==> config.mk <==
export PLATFORM = sky130hd
export DESIGN_NAME = panel_seq_top
export DESIGN_NICKNAME = d
export VERILOG_FILES = /design/src/rtl/panel_seq_pkg.sv /design/src/rtl/panel_spi_tx.sv /design/src/rtl/panel_seq_ctrl.sv /design/src/rtl/panel_seq_top.sv
export SDC_FILE = /design/constraint.sdc
export NUM_CORES = 1
export LEC_CHECK = 0
export BUFFER_PORTS_ARGS = -buffer_cell sky130_fd_sc_hd__buf_2
export CELL_PAD_IN_SITES_DETAIL_PLACEMENT = 0
export CELL_PAD_IN_SITES_GLOBAL_PLACEMENT = 1
export CORE_MARGIN = 5
export CORE_UTILIZATION = 47
export CTS_CLUSTER_DIAMETER = 50
export DETAILED_ROUTE_END_ITERATION = 6
export PLACE_DENSITY = 0.75
export SLEW_MARGIN = 15
export SYNTH_ARGS = -nofsm -noshare
export SYNTH_HDL_FRONTEND = slang
export SYNTH_HIERARCHICAL = 1
export SYNTH_SLANG_ARGS = --single-unit
export TNS_END_PERCENT = 20
==> constraint.sdc <==
create_clock -name clk -period 3.49 [get_ports clk]
set_clock_uncertainty 0.2 [all_clocks]
set_input_delay 0.1745 -clock clk [delete_from_list [all_inputs] [get_ports clk]]
set_output_delay 0.1745 -clock clk [all_outputs]
set_load 0.01 [all_outputs]
==> src/rtl/panel_seq_pkg.sv <==
package panel_seq_pkg;

  localparam int WORD_W = 16;
  localparam int GAMMA_N = 12;
  localparam int GAMMA_W = 10;

  typedef enum logic [2:0] {
    OP_NONE  = 3'd0,
    OP_ON    = 3'd1,
    OP_OFF   = 3'd2,
    OP_MIRR  = 3'd3,
    OP_MODE  = 3'd4,
    OP_GAMMA = 3'd5
  } cmdOp_e;

  // strobes from control to the serializer
  typedef struct packed {
    logic              start;
    logic [WORD_W-1:0] word;
  } txStrobe_t;

  function automatic logic [WORD_W-1:0] mkWord(input logic [5:0] addr, input logic [7:0] data);
    return {addr, 1'b0, 1'b1, data};
  endfunction

  function automatic logic [GAMMA_W-1:0] defGamma(input int i);
    case (i)
      0:  return 10'd105;
      1:  return 10'd315;
      2:  return 10'd381;
      3:  return 10'd431;
      4:  return 10'd490;
      5:  return 10'd537;
      6:  return 10'd579;
      7:  return 10'd686;
      8:  return 10'd780;
      9:  return 10'd837;
      10: return 10'd880;
      default: return 10'd1023;
    endcase
  endfunction

endpackage

==> src/rtl/panel_spi_tx.sv <==
module panel_spi_tx
  import panel_seq_pkg::*;
#(
  parameter int HALF_CYC = 2
) (
  input  logic      clk,
  input  logic      rstN,
  input  txStrobe_t strobe,
  output logic      txIdle,
  output logic      txDone,
  output logic      spiSclk,
  output logic      spiCsN,
  output logic      spiMosi
);

  localparam int HC_W  = $clog2(HALF_CYC + 1);
  localparam int BIT_W = $clog2(WORD_W);

  typedef enum logic [1:0] {T_IDLE, T_LOW, T_HIGH, T_GAP} txState_e;

  txState_e          state;
  logic [WORD_W-1:0] shReg;
  logic [HC_W-1:0]   halfCnt;
  logic [BIT_W-1:0]  bitCnt;
  logic              halfEnd;

  assign halfEnd = (halfCnt == HC_W'(HALF_CYC - 1));
  assign txIdle  = (state == T_IDLE);
  assign spiMosi = shReg[WORD_W-1];

  always_ff @(posedge clk or negedge rstN) begin
    if (!rstN) begin
      state   <= T_IDLE;
      shReg   <= '0;
      halfCnt <= '0;
      bitCnt  <= '0;
      spiSclk <= 1'b0;
      spiCsN  <= 1'b1;
      txDone  <= 1'b0;
    end else begin
      txDone <= 1'b0;
      case (state)
        T_IDLE: if (strobe.start) begin
          shReg   <= strobe.word;
          spiCsN  <= 1'b0;
          halfCnt <= '0;
          bitCnt  <= '0;
          state   <= T_LOW;
        end
        T_LOW: begin
          halfCnt <= halfCnt + 1'b1;
          if (halfEnd) begin
            halfCnt <= '0;
            spiSclk <= 1'b1;
            state   <= T_HIGH;
          end
        end
        T_HIGH: begin
          halfCnt <= halfCnt + 1'b1;
          if (halfEnd) begin
            halfCnt <= '0;
            spiSclk <= 1'b0;
            if (bitCnt == BIT_W'(WORD_W - 1)) begin
              spiCsN <= 1'b1;
              state  <= T_GAP;
            end else begin
              shReg  <= {shReg[WORD_W-2:0], 1'b0};
              bitCnt <= bitCnt + 1'b1;
              state  <= T_LOW;
            end
          end
        end
        default: begin
          halfCnt <= halfCnt + 1'b1;
          if (halfEnd) begin
            halfCnt <= '0;
            txDone  <= 1'b1;
            state   <= T_IDLE;
          end
        end
      endcase
    end
  end


  idle_clock_low_chk: assert property (@(posedge clk) disable iff (!rstN)
    spiCsN |-> !spiSclk);

  mosi_stable_high_chk: assert property (@(posedge clk) disable iff (!rstN)
    spiSclk |-> $stable(spiMosi));

  word_format_chk: assert property (@(posedge clk) disable iff (!rstN)
    strobe.start |-> (strobe.word[9:8] == 2'b01));

  start_only_idle_chk: assert property (@(posedge clk) disable iff (!rstN)
    strobe.start |-> txIdle);

endmodule

==> src/rtl/panel_seq_ctrl.sv <==
module panel_seq_ctrl
  import panel_seq_pkg::*;
#(
  parameter int T_ON_CYC  = 20000000,
  parameter int T_OFF_CYC = 6250000
) (
  input  logic         clk,
  input  logic         rstN,
  input  logic         cmdValid,
  input  logic [2:0]   cmdOp,
  input  logic [3:0]   cmdIdx,
  input  logic [9:0]   cmdData,
  input  logic         txIdle,
  input  logic         txDone,
  output txStrobe_t    strobe,
  output logic         busy,
  output logic         supplyEn,
  output logic         panelRst
);

  localparam int DLY_MAX   = (T_ON_CYC > T_OFF_CYC) ? T_ON_CYC : T_OFF_CYC;
  localparam int DLY_W     = $clog2(DLY_MAX + 1);
  localparam int LIST_LAST = 19;
  localparam int MIRR_IDX  = 4;
  localparam int GHI_IDX   = 5;
  localparam int GLO_IDX   = 8;

  typedef enum logic [2:0] {S_IDLE, S_ONWAIT, S_ISSUE, S_WAITD, S_OFFWAIT} state_e;
  typedef enum logic [1:0] {P_LIST, P_OFF1, P_OFF2} phase_e;

  state_e             state;
  phase_e             phase;
  logic [DLY_W-1:0]   dlyCnt;
  logic [4:0]         idx, lastIdx;
  logic               powered;
  logic               mirrorReg;
  logic [2:0]         modeReg;
  logic [GAMMA_W-1:0] gammaReg [GAMMA_N];
  logic [WORD_W-1:0]  listWord;
  logic [4:0]         hiSel, loSel;
  logic [3:0]         base;

  assign busy = (state != S_IDLE);

  always_comb begin
    hiSel = idx - 5'(GHI_IDX);
    loSel = idx - 5'(GLO_IDX);
    base  = {hiSel[1:0], 2'b00};
    case (idx)
      5'd0: listWord = mkWord(6'h02, {5'b00001, modeReg});
      5'd1: listWord = mkWord(6'h03, 8'hDF);
      5'd2: listWord = mkWord(6'h20, 8'hF0);
      5'd3: listWord = mkWord(6'h21, 8'hF0);
      5'd4: listWord = mkWord(6'h04, mirrorReg ? 8'h15 : 8'h17);
      5'd5, 5'd6, 5'd7:
        listWord = mkWord(6'h11 + {4'b0, hiSel[1:0]},
                          {gammaReg[base][9:8], gammaReg[base + 4'd1][9:8],
                           gammaReg[base + 4'd2][9:8], gammaReg[base + 4'd3][9:8]});
      default: listWord = mkWord(6'h14 + {2'b0, loSel[3:0]}, gammaReg[loSel[3:0]][7:0]);
    endcase
    strobe.start = (state == S_ISSUE) && txIdle;
    case (phase)
      P_OFF1:  strobe.word = mkWord(6'h03, 8'hD8);
      P_OFF2:  strobe.word = mkWord(6'h03, 8'hD0);
      default: strobe.word = listWord;
    endcase
  end

  always_ff @(posedge clk or negedge rstN) begin
    if (!rstN) begin
      state     <= S_IDLE;
      phase     <= P_LIST;
      dlyCnt    <= '0;
      idx       <= '0;
      lastIdx   <= '0;
      powered   <= 1'b0;
      supplyEn  <= 1'b0;
      panelRst  <= 1'b1;
      mirrorReg <= 1'b0;
      modeReg   <= 3'd7;
      for (int i = 0; i < GAMMA_N; i++) gammaReg[i] <= defGamma(i);
    end else begin
      case (state)
        S_IDLE: if (cmdValid) begin
          phase <= P_LIST;
          case (cmdOp)
            OP_ON: if (!powered) begin
              supplyEn <= 1'b1;
              dlyCnt   <= '0;
              state    <= S_ONWAIT;
            end
            OP_OFF: if (powered) begin
              phase <= P_OFF1;
              state <= S_ISSUE;
            end
            OP_MIRR: begin
              mirrorReg <= cmdData[0];
              idx <= 5'(MIRR_IDX); lastIdx <= 5'(MIRR_IDX);
              if (powered) state <= S_ISSUE;
            end
            OP_MODE: if (cmdData[9:3] == '0) begin
              modeReg <= cmdData[2:0];
              idx <= '0; lastIdx <= '0;
              if (powered) state <= S_ISSUE;
            end
            OP_GAMMA: if (cmdIdx < 4'(GAMMA_N)) begin
              gammaReg[cmdIdx] <= cmdData;
              idx <= 5'(GHI_IDX); lastIdx <= 5'(LIST_LAST);
              if (powered) state <= S_ISSUE;
            end
            default: ;
          endcase
        end
        S_ONWAIT: begin
          dlyCnt <= dlyCnt + 1'b1;
          if (dlyCnt == DLY_W'(T_ON_CYC - 1)) begin
            panelRst <= 1'b0;
            powered  <= 1'b1;
            idx      <= '0;
            lastIdx  <= 5'(LIST_LAST);
            state    <= S_ISSUE;
          end
        end
        S_ISSUE: if (txIdle) state <= S_WAITD;
        S_WAITD: if (txDone) begin
          case (phase)
            P_OFF1: begin
              panelRst <= 1'b1;
              dlyCnt   <= '0;
              state    <= S_OFFWAIT;
            end
            P_OFF2: begin
              supplyEn <= 1'b0;
              powered  <= 1'b0;
              state    <= S_IDLE;
            end
            default: if (idx == lastIdx) state <= S_IDLE;
                     else begin
                       idx   <= idx + 1'b1;
                       state <= S_ISSUE;
                     end
          endcase
        end
        default: begin
          dlyCnt <= dlyCnt + 1'b1;
          if (dlyCnt == DLY_W'(T_OFF_CYC - 1)) begin
            phase <= P_OFF2;
            state <= S_ISSUE;
          end
        end
      endcase
    end
  end


  rst_needs_supply_chk: assert property (@(posedge clk) disable iff (!rstN)
    !panelRst |-> supplyEn);

  supply_off_in_reset_chk: assert property (@(posedge clk) disable iff (!rstN)
    $fell(supplyEn) |-> panelRst);

  busy_freeze_chk: assert property (@(posedge clk) disable iff (!rstN)
    (busy && cmdValid) |=> ($stable(modeReg) && $stable(mirrorReg)));

  tx_only_when_busy_chk: assert property (@(posedge clk) disable iff (!rstN)
    strobe.start |-> (busy && supplyEn));

endmodule

==> src/rtl/panel_seq_top.sv <==
module panel_seq_top
  import panel_seq_pkg::*;
#(
  parameter int T_ON_CYC  = 20000000,
  parameter int T_OFF_CYC = 6250000,
  parameter int HALF_CYC  = 2
) (
  input  logic       clk,
  input  logic       rstN,
  input  logic       cmdValid,
  input  logic [2:0] cmdOp,
  input  logic [3:0] cmdIdx,
  input  logic [9:0] cmdData,
  output logic       busy,
  output logic       supplyEn,
  output logic       panelRst,
  output logic       spiSclk,
  output logic       spiCsN,
  output logic       spiMosi
);

  txStrobe_t strobe;
  logic      txIdle;
  logic      txDone;

  panel_seq_ctrl #(.T_ON_CYC(T_ON_CYC), .T_OFF_CYC(T_OFF_CYC)) ctrl_i (
    .clk(clk), .rstN(rstN), .cmdValid(cmdValid), .cmdOp(cmdOp), .cmdIdx(cmdIdx),
    .cmdData(cmdData), .txIdle(txIdle), .txDone(txDone), .strobe(strobe),
    .busy(busy), .supplyEn(supplyEn), .panelRst(panelRst)
  );

  panel_spi_tx #(.HALF_CYC(HALF_CYC)) tx_i (
    .clk(clk), .rstN(rstN), .strobe(strobe), .txIdle(txIdle), .txDone(txDone),
    .spiSclk(spiSclk), .spiCsN(spiCsN), .spiMosi(spiMosi)
  );

endmodule

==> results of run 1 <==
-- per-layer routing --
metal	share of wire	wire length (µm)
met2	0.50	11500
met4	0.025	578
met3	0.032	732
met5	0	0
met1	0.45	10300
-- registers in the layout, summed over array words and instances, names as in the netlist --
name	flops
ctrl_i/dlyCnt	25
ctrl_i/gammaReg	120
ctrl_i/idx	5
ctrl_i/lastIdx	2
ctrl_i/mirrorReg	1
ctrl_i/modeReg	3
ctrl_i/panelRst	1
ctrl_i/phase	2
ctrl_i/powered	1
ctrl_i/state	3
ctrl_i/supplyEn	1
tx_i/bitCnt	4
tx_i/halfCnt	2
tx_i/shReg	16
tx_i/spiCsN	1
tx_i/spiSclk	1
tx_i/state	2
tx_i/txDone	1
-- cell usage in the layout (no fill, tap or decap), types with 8 or more instances in the layout --
| cell type | n |
|---|---|
| a21oi_1 | 24 |
| mux4_2 | 24 |
| and3_1 | 14 |
| nor2b_1 | 10 |
| o21ai_0 | 44 |
| buf_2 | 24 |
| clkbuf_16 | 17 |
| a31oi_1 | 18 |
| ha_1 | 13 |
| nand2_1 | 42 |
| nor3_1 | 16 |
| buf_4 | 20 |
| nor2_1 | 42 |
| dfrtp_1 | 117 |
| dfstp_2 | 73 |
| mux2_2 | 157 |
| inv_1 | 24 |
| nand4_1 | 8 |
| dlygate4sd3_1 | 12 |
| nand3_1 | 26 |
-- power by group --
group	switching [mW]	internal [mW]	total, mW
combinational	0.119	0.0588	0.178
sequential	0.0404	2.25	2.29
clock	0.883	0.933	1.82
total	1.04	3.24	4.28
-- area by class of cell --
type	count	area [µm²]
clock inverter	11	104
timing repair buffer	60	462
multi-input combinational	568	4800
tap	275	344
sequential	191	4870
clock buffer	20	437
inverter	24	90.1
fill	1814	9970
antenna	1	2.50
-- cells in the mapped netlist, types with 3 or more instances --
library cell / instances
nand3b_1: 4
nand2b_1: 5
ha_1: 13
and2_1: 5
nor3_1: 16
dfstp_2: 73
a22oi_1: 7
and3_1: 14
clkbuf_1: 28
a21o_1: 3
o22a_1: 3
or2_2: 3
buf_2: 8
xnor2_1: 7
clkbuf_8: 5
nor2_1: 42
mux2_4: 7
xor2_1: 7
nor4_1: 5
a21oi_1: 24
a31oi_1: 18
o21ai_0: 44
or4b_1: 3
a22o_1: 4
buf_6: 3
o31ai_1: 3
inv_1: 24
dfrtp_1: 118
mux2i_1: 7
nor2b_1: 10
nand4_1: 8
and3b_1: 3
mux2_2: 157
o22ai_1: 4
nand3_1: 26
mux4_2: 24
nand2_1: 42
-- cells by family (layout without fill, tap and decap cells) --
group / Yosys count / count (layout) / synth area share
compound gates: 131 / 131 / 0.0857
xor+xnor: 14 / 14 / 0.0122
fa+ha+maj: 13 / 13 / 0.0161
buf+inv: 74 / 115 / 0.0399
flops: 191 / 191 / 0.483
mux: 195 / 195 / 0.246
other cells: 2 / 3 / 0.000745
simple gates: 213 / 213 / 0.116
-- critical path: stages, from the launching register on --
cell     delay (ns)
dfrtp_1        0.51
or4b_1         0.64
or2_2          0.37
nor3b_1        0.33
and3b_1        0.54
mux2_2         0.41
-- final timing paths --
check | startpoint | to
worst max-delay path | ctrl_i/state[1] | ctrl_i/gammaReg[66]
worst min-delay path | cmdData[9] | ctrl_i/gammaReg[119]
worst max register to register | ctrl_i/state[1] | ctrl_i/gammaReg[66]
worst min register to register | tx_i/spiCsN | tx_i/spiCsN
max in group asynchronous | rstN | ctrl_i/panelRst
min in group asynchronous | rstN | ctrl_i/dlyCnt[11]
-- metrics by stage --
stage                util  total power, mW
global route        0.527             4.44
floorplan               -             2.40
global placement    0.496             2.49
detailed placement  0.496             2.50
finish              0.527             4.28
CTS                 0.527             4.33
-- repair_timing --
action / 4_1_cts / 5_1_grt
hold buffers: 12 / 0
resized for setup: 0 / 0
endpoints found under the hold margin: 127 / 0
buffers inserted: 0 / 0
==> metrics.md, run 1 <==
| Metric | Value |
|---|---|
| Top post-synthesis cells by area | `dfrtp_1, dfstp_2, mux2_2` |
| Setup violators final | `0` |
| Dpl ws | `approximately 0.42 ns` |
| Gr ovfl total | `0` |
| Unique masters post-synth | `~80` |
| Seq/Total Area, Yosys | `0.483` |
| Vias per std cell | `5.84` |
| Starting density of the core | `0.478` |
| Reg2reg path depth | `5` |
| Top-area cell type share of the netlist area | `0.293` |
| Max clock buf depth | `2` |
| Synthesized net count | `just under 900` |
| Layout cells sized above 1 | `0.413` |
| Crit path DAT | `roughly 3.2 ns` |
| Total wire length | `23100 µm` |
| P&R area growth vs syn | `10.3%` |
| Fin cells | `roughly 1200` |
| Leak Pwr | `4.79 nW` |
| Peak supply drop | `between 0.0002 and 0.0003 V` |
| Worst Max-Slew Pin Slew | `~0.75 ns` |
| Hold Vio Cnt, Final | `0` |
| Latest clock arrival within the worst-skew pair | `0.43 ns` |
| First-pass detailed-route iteration total | `5` |
| Final Worst Setup Slack | `a little under 0.4 ns` |
| Status | `finished clean` |
| Top Ports | `26` |
| Max-slew violation count | `0` |
| Synth async-reset ratio | `1.00` |
| Via count | `between 6000 and 7000` |
| Worst path required time | `roughly 3.6 ns` |
| Max H-tree Level | `4` |
| EDFF count, synth | `0` |
| CTS buffer count | `17` |
| Achievable Freq | `approximately 0.32 GHz` |
| DP Cell Count | `1106` |
| HP Class | `input pin to flip-flop` |
| Nets@finish | `~900` |
| Post-synth top area cell | `dfrtp_1` |
| Met1 usage in global routing | `0.264` |
| CP startpoint kind | `flip-flop` |
| Hold depth | `2` |
| Slew HR | `0.497` |
| CP Capture Type | `flip-flop` |
| Die Y | `about 160 µm` |
| Worst hold slack | `0.0167 ns` |
| Vias in the first global route | `between 7000 and 8000` |
| Pwr Density | `between 300 and 400 mW/mm²` |
| Routed Antenna Nets | `0` |
| Total clock sinks | `about 190` |
| Crit-path max FO | `13` |
| Post-Synthesis Cell Area | `0.0101 mm²` |
| Die area | `about 0.024 mm²` |
| Final Cell Area | `between 0.01 and 0.015 mm²` |
| CTS Root Cell | `clkbuf_16` |
| Clock Pin Slew Worst Setup and Hold Paths | `about 0.07 ns` |
| Synthesized area per cell | `~12 µm²` |
| Yosys warns | `6` |
| Initial antenna violation count | `1` |
| Most heavily used metal layer in global routing | `met2` |
| Global-route wire length before repair | `38200 µm` |
| Min Tclk post-route | `approximately 3.1 ns` |
| Synth Flop Type | `dfrtp_1` |
| Placed Instance Area | `about 0.010 mm²` |
| Number of max-cap violations | `0` |
| Met2 Use GR | `0.328` |
| Syn Inst Count | `833` |
| Rows | `53` |
| Die W | `around 160 µm` |
| Final period util | `0.889` |
| RSZ-0062 raised after global routing | `no` |
| Post-DP HPWL | `~16000 µm` |
| Initial DRC Count | `~370` |
| Reg-to-reg setup timing slack | `0.39 ns` |
| Largest net degree at the start of global routing | `between 90 and 100` |
| Port Buf Inserts | `25` |
| Total global-route track usage | `0.198` |
| Number of synthesized register bits | `between 150 and 200` |
| CTS tree | `built` |
| Final RePlAce weighted congestion | `between 0.8 and 0.9` |
| Setup CP Type | `flip-flop to flip-flop` |
| Number of remaining DRC errors | `0` |
| Routing usage on met3 | `0.0310` |
| Post-DR wirelength/cell | `about 20 µm` |
| Setup TNS | `0 ns` |
| Core Area | `around 0.021 mm²` |
Power figures use the tool's default switching activity.
==> inputs of run 2 (changes only) <==
--- a/config.mk
+++ b/config.mk
@@ -6,10 +6,8 @@
 export NUM_CORES = 1
 export LEC_CHECK = 0
 export BUFFER_PORTS_ARGS = -buffer_cell sky130_fd_sc_hd__buf_2
-export CELL_PAD_IN_SITES_DETAIL_PLACEMENT = 0
-export CELL_PAD_IN_SITES_GLOBAL_PLACEMENT = 1
 export CORE_MARGIN = 5
-export CORE_UTILIZATION = 47
+export CORE_UTILIZATION = 57
 export CTS_CLUSTER_DIAMETER = 50
 export DETAILED_ROUTE_END_ITERATION = 6
 export PLACE_DENSITY = 0.75
==> run 2 against run 1 <==
  * Highest routed layer unchanged
  * Wire length fell by 0.51%
  * Sequential power barely moved
  * Sequential share of layout area barely moved
  * Hold slack improved by 0.051 ns
  * Global-route usage rose by 4.0 points
  * Die area fell by 16%
  * Clock power rose by 7%
  * Flip-flop and latch count did not move
  * Utilization rose by 12 points
==> metrics.md, run 2 (synthesized netlist as in run 1, its figures left out) <==
| Metric | Value |
|---|---|
| Status | `finished clean (unchanged)` |
| Post CTS Setup Buffer Count | `0 (unchanged)` |
| Crit path DAT | `3.28 ns (was 3.22 ns)` |
| Max-slew violation count | `0 (unchanged)` |
| Die W | `143 µm (was 156 µm)` |
| Buffers & Inverters on Critical Path | `0 (unchanged)` |
| Core Area | `0.0173 mm² (was 0.0211 mm²)` |
| Starting density of the core | `0.583 (was 0.478)` |
| Net Sw Frac | `0.242 (was 0.243)` |
| Vias per std cell | `6.20 (was 5.84)` |
| Final period util | `0.905 (was 0.889)` |
| Hold Vio Cnt, Final | `0 (unchanged)` |
| Hold depth | `3 (was 2)` |
| Layout cells sized above 1 | `0.416 (was 0.413)` |
| Most frequent cells in the layout | `mux2_2, dfrtp_1, dfstp_2 (unchanged)` |
| Largest Register | `ctrl_i/gammaReg (unchanged)` |
| Clock Pin Slew Worst Setup and Hold Paths | `0.07 ns (about the same)` |
| Util after Layout | `0.643 (was 0.527)` |
| Leak Pwr | `4.82 nW (was 4.79 nW)` |
| CTS tree | `built (unchanged)` |
| Peak supply drop | `0.000355 V (was 0.000251 V)` |
| Latest clock arrival within the worst-skew pair | `0.43 ns (about the same)` |
| Routed Antenna Nets | `0 (unchanged)` |
| Final RePlAce weighted congestion | `0.938 (was 0.844)` |
| Via count | `6836 (was 6719)` |
| Number of remaining DRC errors | `0 (unchanged)` |
| First-pass detailed-route iteration total | `5 (unchanged)` |
| Largest register FFs | `120 (unchanged)` |
| Port Buf Inserts | `25 (unchanged)` |
| Initial antenna violation count | `1 (unchanged)` |
| Min-Delay Startpoint | `cmdIdx[3] (was cmdData[9])` |
| Die Y | `143 µm (was 156 µm)` |
| P&R area growth vs syn | `10.4% (was 10.3%)` |
| Crit-path slowest cell | `or4b_1 (unchanged)` |
| Footprint of the multi-input gates | `0.00480 mm² (unchanged)` |
| Vias in the first global route | `7134 (was 7103)` |
| Commonest non-fill, non-tap cell in the layout | `mux2_2 (unchanged)` |
| HP Class | `input pin to flip-flop (unchanged)` |
| Total global-route track usage | `0.238 (was 0.198)` |
| Int Pwr | `3.35 mW (was 3.24 mW)` |
| Fill count | `1295 (was 1814)` |
| Rows | `48 (was 53)` |
| Largest net degree at the start of global routing | `83 (was 95)` |
| Kind of cell adding the most delay to the critical path | `simple AND/OR/NAND/NOR gates (unchanged)` |
| Nets@finish | `897 (was 895)` |
| Crit-path cells | `or4b_1 > or2_2 > nor3b_1 > and3b_1 > mux2_2 (unchanged)` |
| Total wire length | `23000 µm (was 23100 µm)` |
| Number of max-cap violations | `0 (unchanged)` |
| Global-route wire length before repair | `37900 µm (was 38200 µm)` |
| Gr ovfl total | `0 (unchanged)` |
| Pwr Density | `397 mW/mm² (was 385 mW/mm²)` |
| CTS Root Cell | `clkbuf_16 (unchanged)` |
| R2r startpoint | `ctrl_i/state[1] (unchanged)` |
| Top Ports | `26 (unchanged)` |
| Setup violators final | `0 (unchanged)` |
| Setup TNS | `0 ns (unchanged)` |
| Worst path required time | `3.61 ns (about the same)` |
| Min Tclk post-route | `3.16 ns (was 3.10 ns)` |
| Worst Max-Slew Pin Slew | `0.769 ns (was 0.752 ns)` |
| Worst R2R End | `ctrl_i/gammaReg[68] (was ctrl_i/gammaReg[66])` |
| Crit-path max cell delay | `0.67 ns (was 0.64 ns)` |
| Part of the power in registers | `0.519 (was 0.534)` |
| Seq. cell area | `0.00487 mm² (unchanged)` |
| Post-DP HPWL | `15800 µm (was 16200 µm)` |
| Initial DRC Count | `603 (was 365)` |
| Slew HR | `0.487 (was 0.497)` |
| Post-DR wirelength/cell | `20.9 µm (was 20.1 µm)` |
| Setup CP Type | `flip-flop to flip-flop (unchanged)` |
| Regs by FF count | `ctrl_i/gammaReg: 120 flops, ctrl_i/dlyCnt: 25 flops, tx_i/shReg: 16 flops (unchanged)` |
| Achievable Freq | `0.317 GHz (was 0.322 GHz)` |
| CP Capture Type | `flip-flop (unchanged)` |
| Crit-path max FO | `13 (unchanged)` |
| DP Cell Count | `1057 (was 1106)` |
| CTS buffer count | `17 (unchanged)` |
| Dpl ws | `0.363 ns (was 0.424 ns)` |
| Total clock sinks | `191 (unchanged)` |
| CP startpoint kind | `flip-flop (unchanged)` |
| Fin cells | `1103 (was 1150)` |
| RSZ-0062 raised after global routing | `no (unchanged)` |
| Comb power frac | `0.041 (was 0.042)` |
| Die area | `0.0204 mm² (was 0.0245 mm²)` |
| Clock Power Share | `0.440 (was 0.424)` |
| Net Switching | `1.07 mW (was 1.04 mW)` |
| Hold Path Sink | `ctrl_i/gammaReg[88] (was ctrl_i/gammaReg[119])` |
| Max H-tree Level | `4 (unchanged)` |
| Final Worst Setup Slack | `0.333 ns (was 0.387 ns)` |
| Max clock buf depth | `2 (unchanged)` |
| Reg-to-reg setup timing slack | `0.33 ns (was 0.39 ns)` |
| Worst hold slack | `0.0681 ns (was 0.0167 ns)` |
| Reg2reg path depth | `5 (unchanged)` |
run 2: worst max path at each step:
stage                                from             endpoint  slack, ns  cells past startpoint
after floorplan             ctrl_i/idx[0]        tx_i/shReg[4]       0.18                     10
after global placement    ctrl_i/state[1]  ctrl_i/gammaReg[17]       0.45                      6
after detailed placement  ctrl_i/state[1]  ctrl_i/gammaReg[12]       0.36                      6
after CTS                 ctrl_i/state[1]  ctrl_i/gammaReg[12]       0.34                      6
after global routing      ctrl_i/state[1]  ctrl_i/gammaReg[68]       0.17                      5
final                     ctrl_i/state[1]  ctrl_i/gammaReg[68]       0.33                      5
run 2: per-layer routing:
metal  GRT usage  vias to the layer above  routed length (µm)
met3      0.0439                       35                1060
met1       0.311                     3505                9740
met5           0                        -                   0
met2       0.402                      184               11700
met4      0.0770                        0                 461
li1            -                     3112                   -
run 2: area by class of cell:
| cell class | count | area share |
|---|---|---|
| Clock buffer | 19 | 0.0398 |
| Inverter | 24 | 0.00810 |
| Tap cell | 225 | 0.0253 |
| Clock inverter | 13 | 0.0133 |
| Multi-Input combinational cell | 568 | 0.432 |
| Timing Repair Buffer | 62 | 0.0431 |
| Antenna cell | 1 | 0.000225 |
| Sequential cell | 191 | 0.438 |
run 2: through the flow:
step	total power [mW]	area (µm²)
6_report	4.42	11100
3_3_place_gp	2.49	10400
5_1_grt	4.58	11100
4_1_cts	4.46	11100
3_5_place_dp	2.50	10400
2_1_floorplan	2.40	10100
run 2: power by group through the flow:
stage / combinational, mW / clock (mW) / sequential, mW
6_report: 0.181 / 1.94 / 2.29
5_1_grt: 0.204 / 2.08 / 2.29
4_1_cts: 0.182 / 1.99 / 2.29
3_5_place_dp: 0.171 / 0 / 2.33
3_3_place_gp: 0.163 / 0 / 2.32
2_1_floorplan: 0.0820 / 0 / 2.32
run 2: worst reg2reg max path, stage by stage (launching register included):
cell and delay (ns):
dfrtp_1 0.52, or4b_1 0.67, or2_2 0.38, nor3b_1 0.31
and3b_1 0.56, mux2_2 0.42
run 2: timing repair:
action / CTS / global route
setup endpoints to repair: 0 / 0
endpoints found under the hold margin: 143 / 5
hold buffers: 12 / 1
resized for setup: 0 / 0
==> inputs of run 3 (changes only) <==
--- a/config.mk
+++ b/config.mk
@@ -8,6 +8,7 @@
 export BUFFER_PORTS_ARGS = -buffer_cell sky130_fd_sc_hd__buf_2
 export CORE_MARGIN = 5
 export CORE_UTILIZATION = 57
+export CTS_BUF_LIST = sky130_fd_sc_hd__clkbuf_8 sky130_fd_sc_hd__clkbuf_16
 export CTS_CLUSTER_DIAMETER = 50
 export DETAILED_ROUTE_END_ITERATION = 6
 export PLACE_DENSITY = 0.75
==> run 3 against run 2 <==
  * Critical path depth unchanged
  * Die area unchanged
  * Global-route usage unchanged
  * Final cell count unchanged
  * Final area unchanged
  * Setup slack worse by 0.027 ns
  * Flip-flop and latch count unchanged
  * Utilization unchanged
  * Register-to-register slack worse by 0.03 ns
  * Largest power group unchanged
==> metrics.md, run 3 (synthesized netlist as in run 1, its figures left out) <==
| Metric | Value |
|---|---|
| Status | `finished clean (unchanged)` |
| Crit path DAT | `3.31 ns (was 3.28 ns)` |
| Worst path required time | `3.61 ns (about the same)` |
| Total wire length | `23100 µm (was 23000 µm)` |
| Min Tclk post-route | `3.18 ns (was 3.16 ns)` |
| Final RePlAce weighted congestion | `0.938 (unchanged)` |
| Starting density of the core | `0.583 (unchanged)` |
| Reg-to-reg setup timing slack | `0.31 ns (was 0.33 ns)` |
| Vias per std cell | `6.23 (was 6.20)` |
| Max-slew violation count | `0 (unchanged)` |
| Regs by FF count | `ctrl_i/gammaReg: 120 flops, ctrl_i/dlyCnt: 25 flops, tx_i/shReg: 16 flops (unchanged)` |
| Die W | `143 µm (unchanged)` |
| Slew HR | `0.485 (was 0.487)` |
| Max clock buf depth | `2 (unchanged)` |
| P&R area growth vs syn | `10.4% (unchanged)` |
| Largest register FFs | `120 (unchanged)` |
| Post-DP HPWL | `15800 µm (unchanged)` |
| Die area | `0.0204 mm² (unchanged)` |
| CTS tree | `built (unchanged)` |
| Leak Pwr | `4.83 nW (was 4.82 nW)` |
| CTS buffer count | `17 (unchanged)` |
| Fin cells | `1103 (unchanged)` |
| Die Y | `143 µm (unchanged)` |
| Post-DR wirelength/cell | `20.9 µm (about the same)` |
| Worst Max-Slew Pin Slew | `0.772 ns (was 0.769 ns)` |
| Port Buf Inserts | `25 (unchanged)` |
| Latest clock arrival within the worst-skew pair | `0.44 ns (was 0.43 ns)` |
| Crit-path max FO | `13 (unchanged)` |
| CTS Root Cell | `clkbuf_16 (unchanged)` |
| HP Class | `input pin to flip-flop (unchanged)` |
| Initial antenna violation count | `1 (unchanged)` |
| Vias in the first global route | `7134 (unchanged)` |
| First-pass detailed-route iteration total | `5 (unchanged)` |
| Number of remaining DRC errors | `0 (unchanged)` |
| Number of max-cap violations | `0 (unchanged)` |
| Hold Vio Cnt, Final | `0 (unchanged)` |
| Nets@finish | `897 (unchanged)` |
| Rows | `48 (unchanged)` |
| Setup violators final | `0 (unchanged)` |
| Top Ports | `26 (unchanged)` |
| RSZ-0062 raised after global routing | `no (unchanged)` |
| Final Cell Area | `0.0111 mm² (unchanged)` |
| Clock Pin Slew Worst Setup and Hold Paths | `0.08 ns (was 0.07 ns)` |
| Routed Antenna Nets | `0 (unchanged)` |
| Max H-tree Level | `4 (unchanged)` |
| Total clock sinks | `191 (unchanged)` |
| CP Capture Type | `flip-flop (unchanged)` |
| Layout cells sized above 1 | `0.416 (unchanged)` |
| Final period util | `0.912 (was 0.905)` |
| Via count | `6868 (was 6836)` |
| Achievable Freq | `0.314 GHz (was 0.317 GHz)` |
| Pwr Density | `397 mW/mm² (about the same)` |
| CP startpoint kind | `flip-flop (unchanged)` |
| Setup TNS | `0 ns (unchanged)` |
| Commonest non-fill, non-tap cell in the layout | `mux2_2 (unchanged)` |
| Global-route wire length before repair | `37900 µm (unchanged)` |
| Initial DRC Count | `619 (was 603)` |
| Post-CTS sizing | `0 (unchanged)` |
| Largest net degree at the start of global routing | `83 (unchanged)` |
| Peak supply drop | `0.000354 V (was 0.000355 V)` |
| Total global-route track usage | `0.238 (unchanged)` |
| Setup CP Type | `flip-flop to flip-flop (unchanged)` |
| Most frequent cells in the layout | `mux2_2, dfrtp_1, dfstp_2 (unchanged)` |
| Core Area | `0.0173 mm² (unchanged)` |
| Gr ovfl total | `0 (unchanged)` |
| Placed Instance Area | `0.0104 mm² (unchanged)` |
| DP Cell Count | `1057 (unchanged)` |
| Largest Register | `ctrl_i/gammaReg (unchanged)` |
| Final Power | `4.42 mW (about the same)` |
[run 3: cell types whose count changed in the layout (fill, tap and decap cells not counted)]
cell      change
inv_1         +1
clkbuf_1      -1
[run 3: what timing repair did]
| item | in CTS | in global routing |
|---|---|---|
| setup buffers | 0 | 0 |
| hold endpoints to repair | 145 | 5 |
| hold buffers | 12 | 1 |
[run 3: worst max-delay path: stages, from the launching register on]
cell     delay, ns
dfrtp_1       0.51
or4b_1        0.67
or2_2         0.38
nor3b_1       0.33
and3b_1       0.56
mux2_2        0.41
[run 3: layer usage]
metal | global-route usage | routed length, µm | vias up
met5 | 0 | 0 | -
met4 | 0.0770 | 462 | 0
met3 | 0.0439 | 1030 | 35
met2 | 0.402 | 11700 | 199
met1 | 0.311 | 9820 | 3525
li1 | - | - | 3109
[run 3: through the flow]
stage / hold WS (ns) / worst slack (ns) / utilization
floorplan: -0.321 / 0.180 / -
global placement: 0.0765 / 0.447 / 0.601
detailed placement: 0.0860 / 0.363 / 0.601
CTS: 0.00265 / 0.344 / 0.642
global route: 0.0516 / 0.169 / 0.643
finish: 0.0615 / 0.306 / 0.643
[run 3: area by class of cell]
type / instances / area (µm²)
fill: 1295 / 6180
clock buffer: 18 / 439
antenna: 1 / 2.50
timing repair buffer: 62 / 479
tap: 225 / 282
clock inverter: 14 / 151
sequential: 191 / 4870
inverter: 24 / 90.1
multi-input combinational: 568 / 4800
[run 3: final timing paths]
path | start | end | cells after the start
max in group asynchronous | rstN | ctrl_i/gammaReg[29] | 3
worst min-delay path | cmdIdx[2] | ctrl_i/gammaReg[88] | 3
worst max register to register | ctrl_i/state[1] | ctrl_i/gammaReg[68] | 5
min in group asynchronous | rstN | ctrl_i/dlyCnt[2] | 2
worst max-delay path | ctrl_i/state[1] | ctrl_i/gammaReg[68] | 5
worst min register to register | tx_i/spiCsN | tx_i/spiCsN | 2
[run 3: where the power goes]
group | switching (mW) | internal (mW) | total, mW
logic | 0.121 | 0.0610 | 0.182
registers | 0.0439 | 2.25 | 2.29
clock network | 0.912 | 1.03 | 1.95
total | 1.08 | 3.34 | 4.42
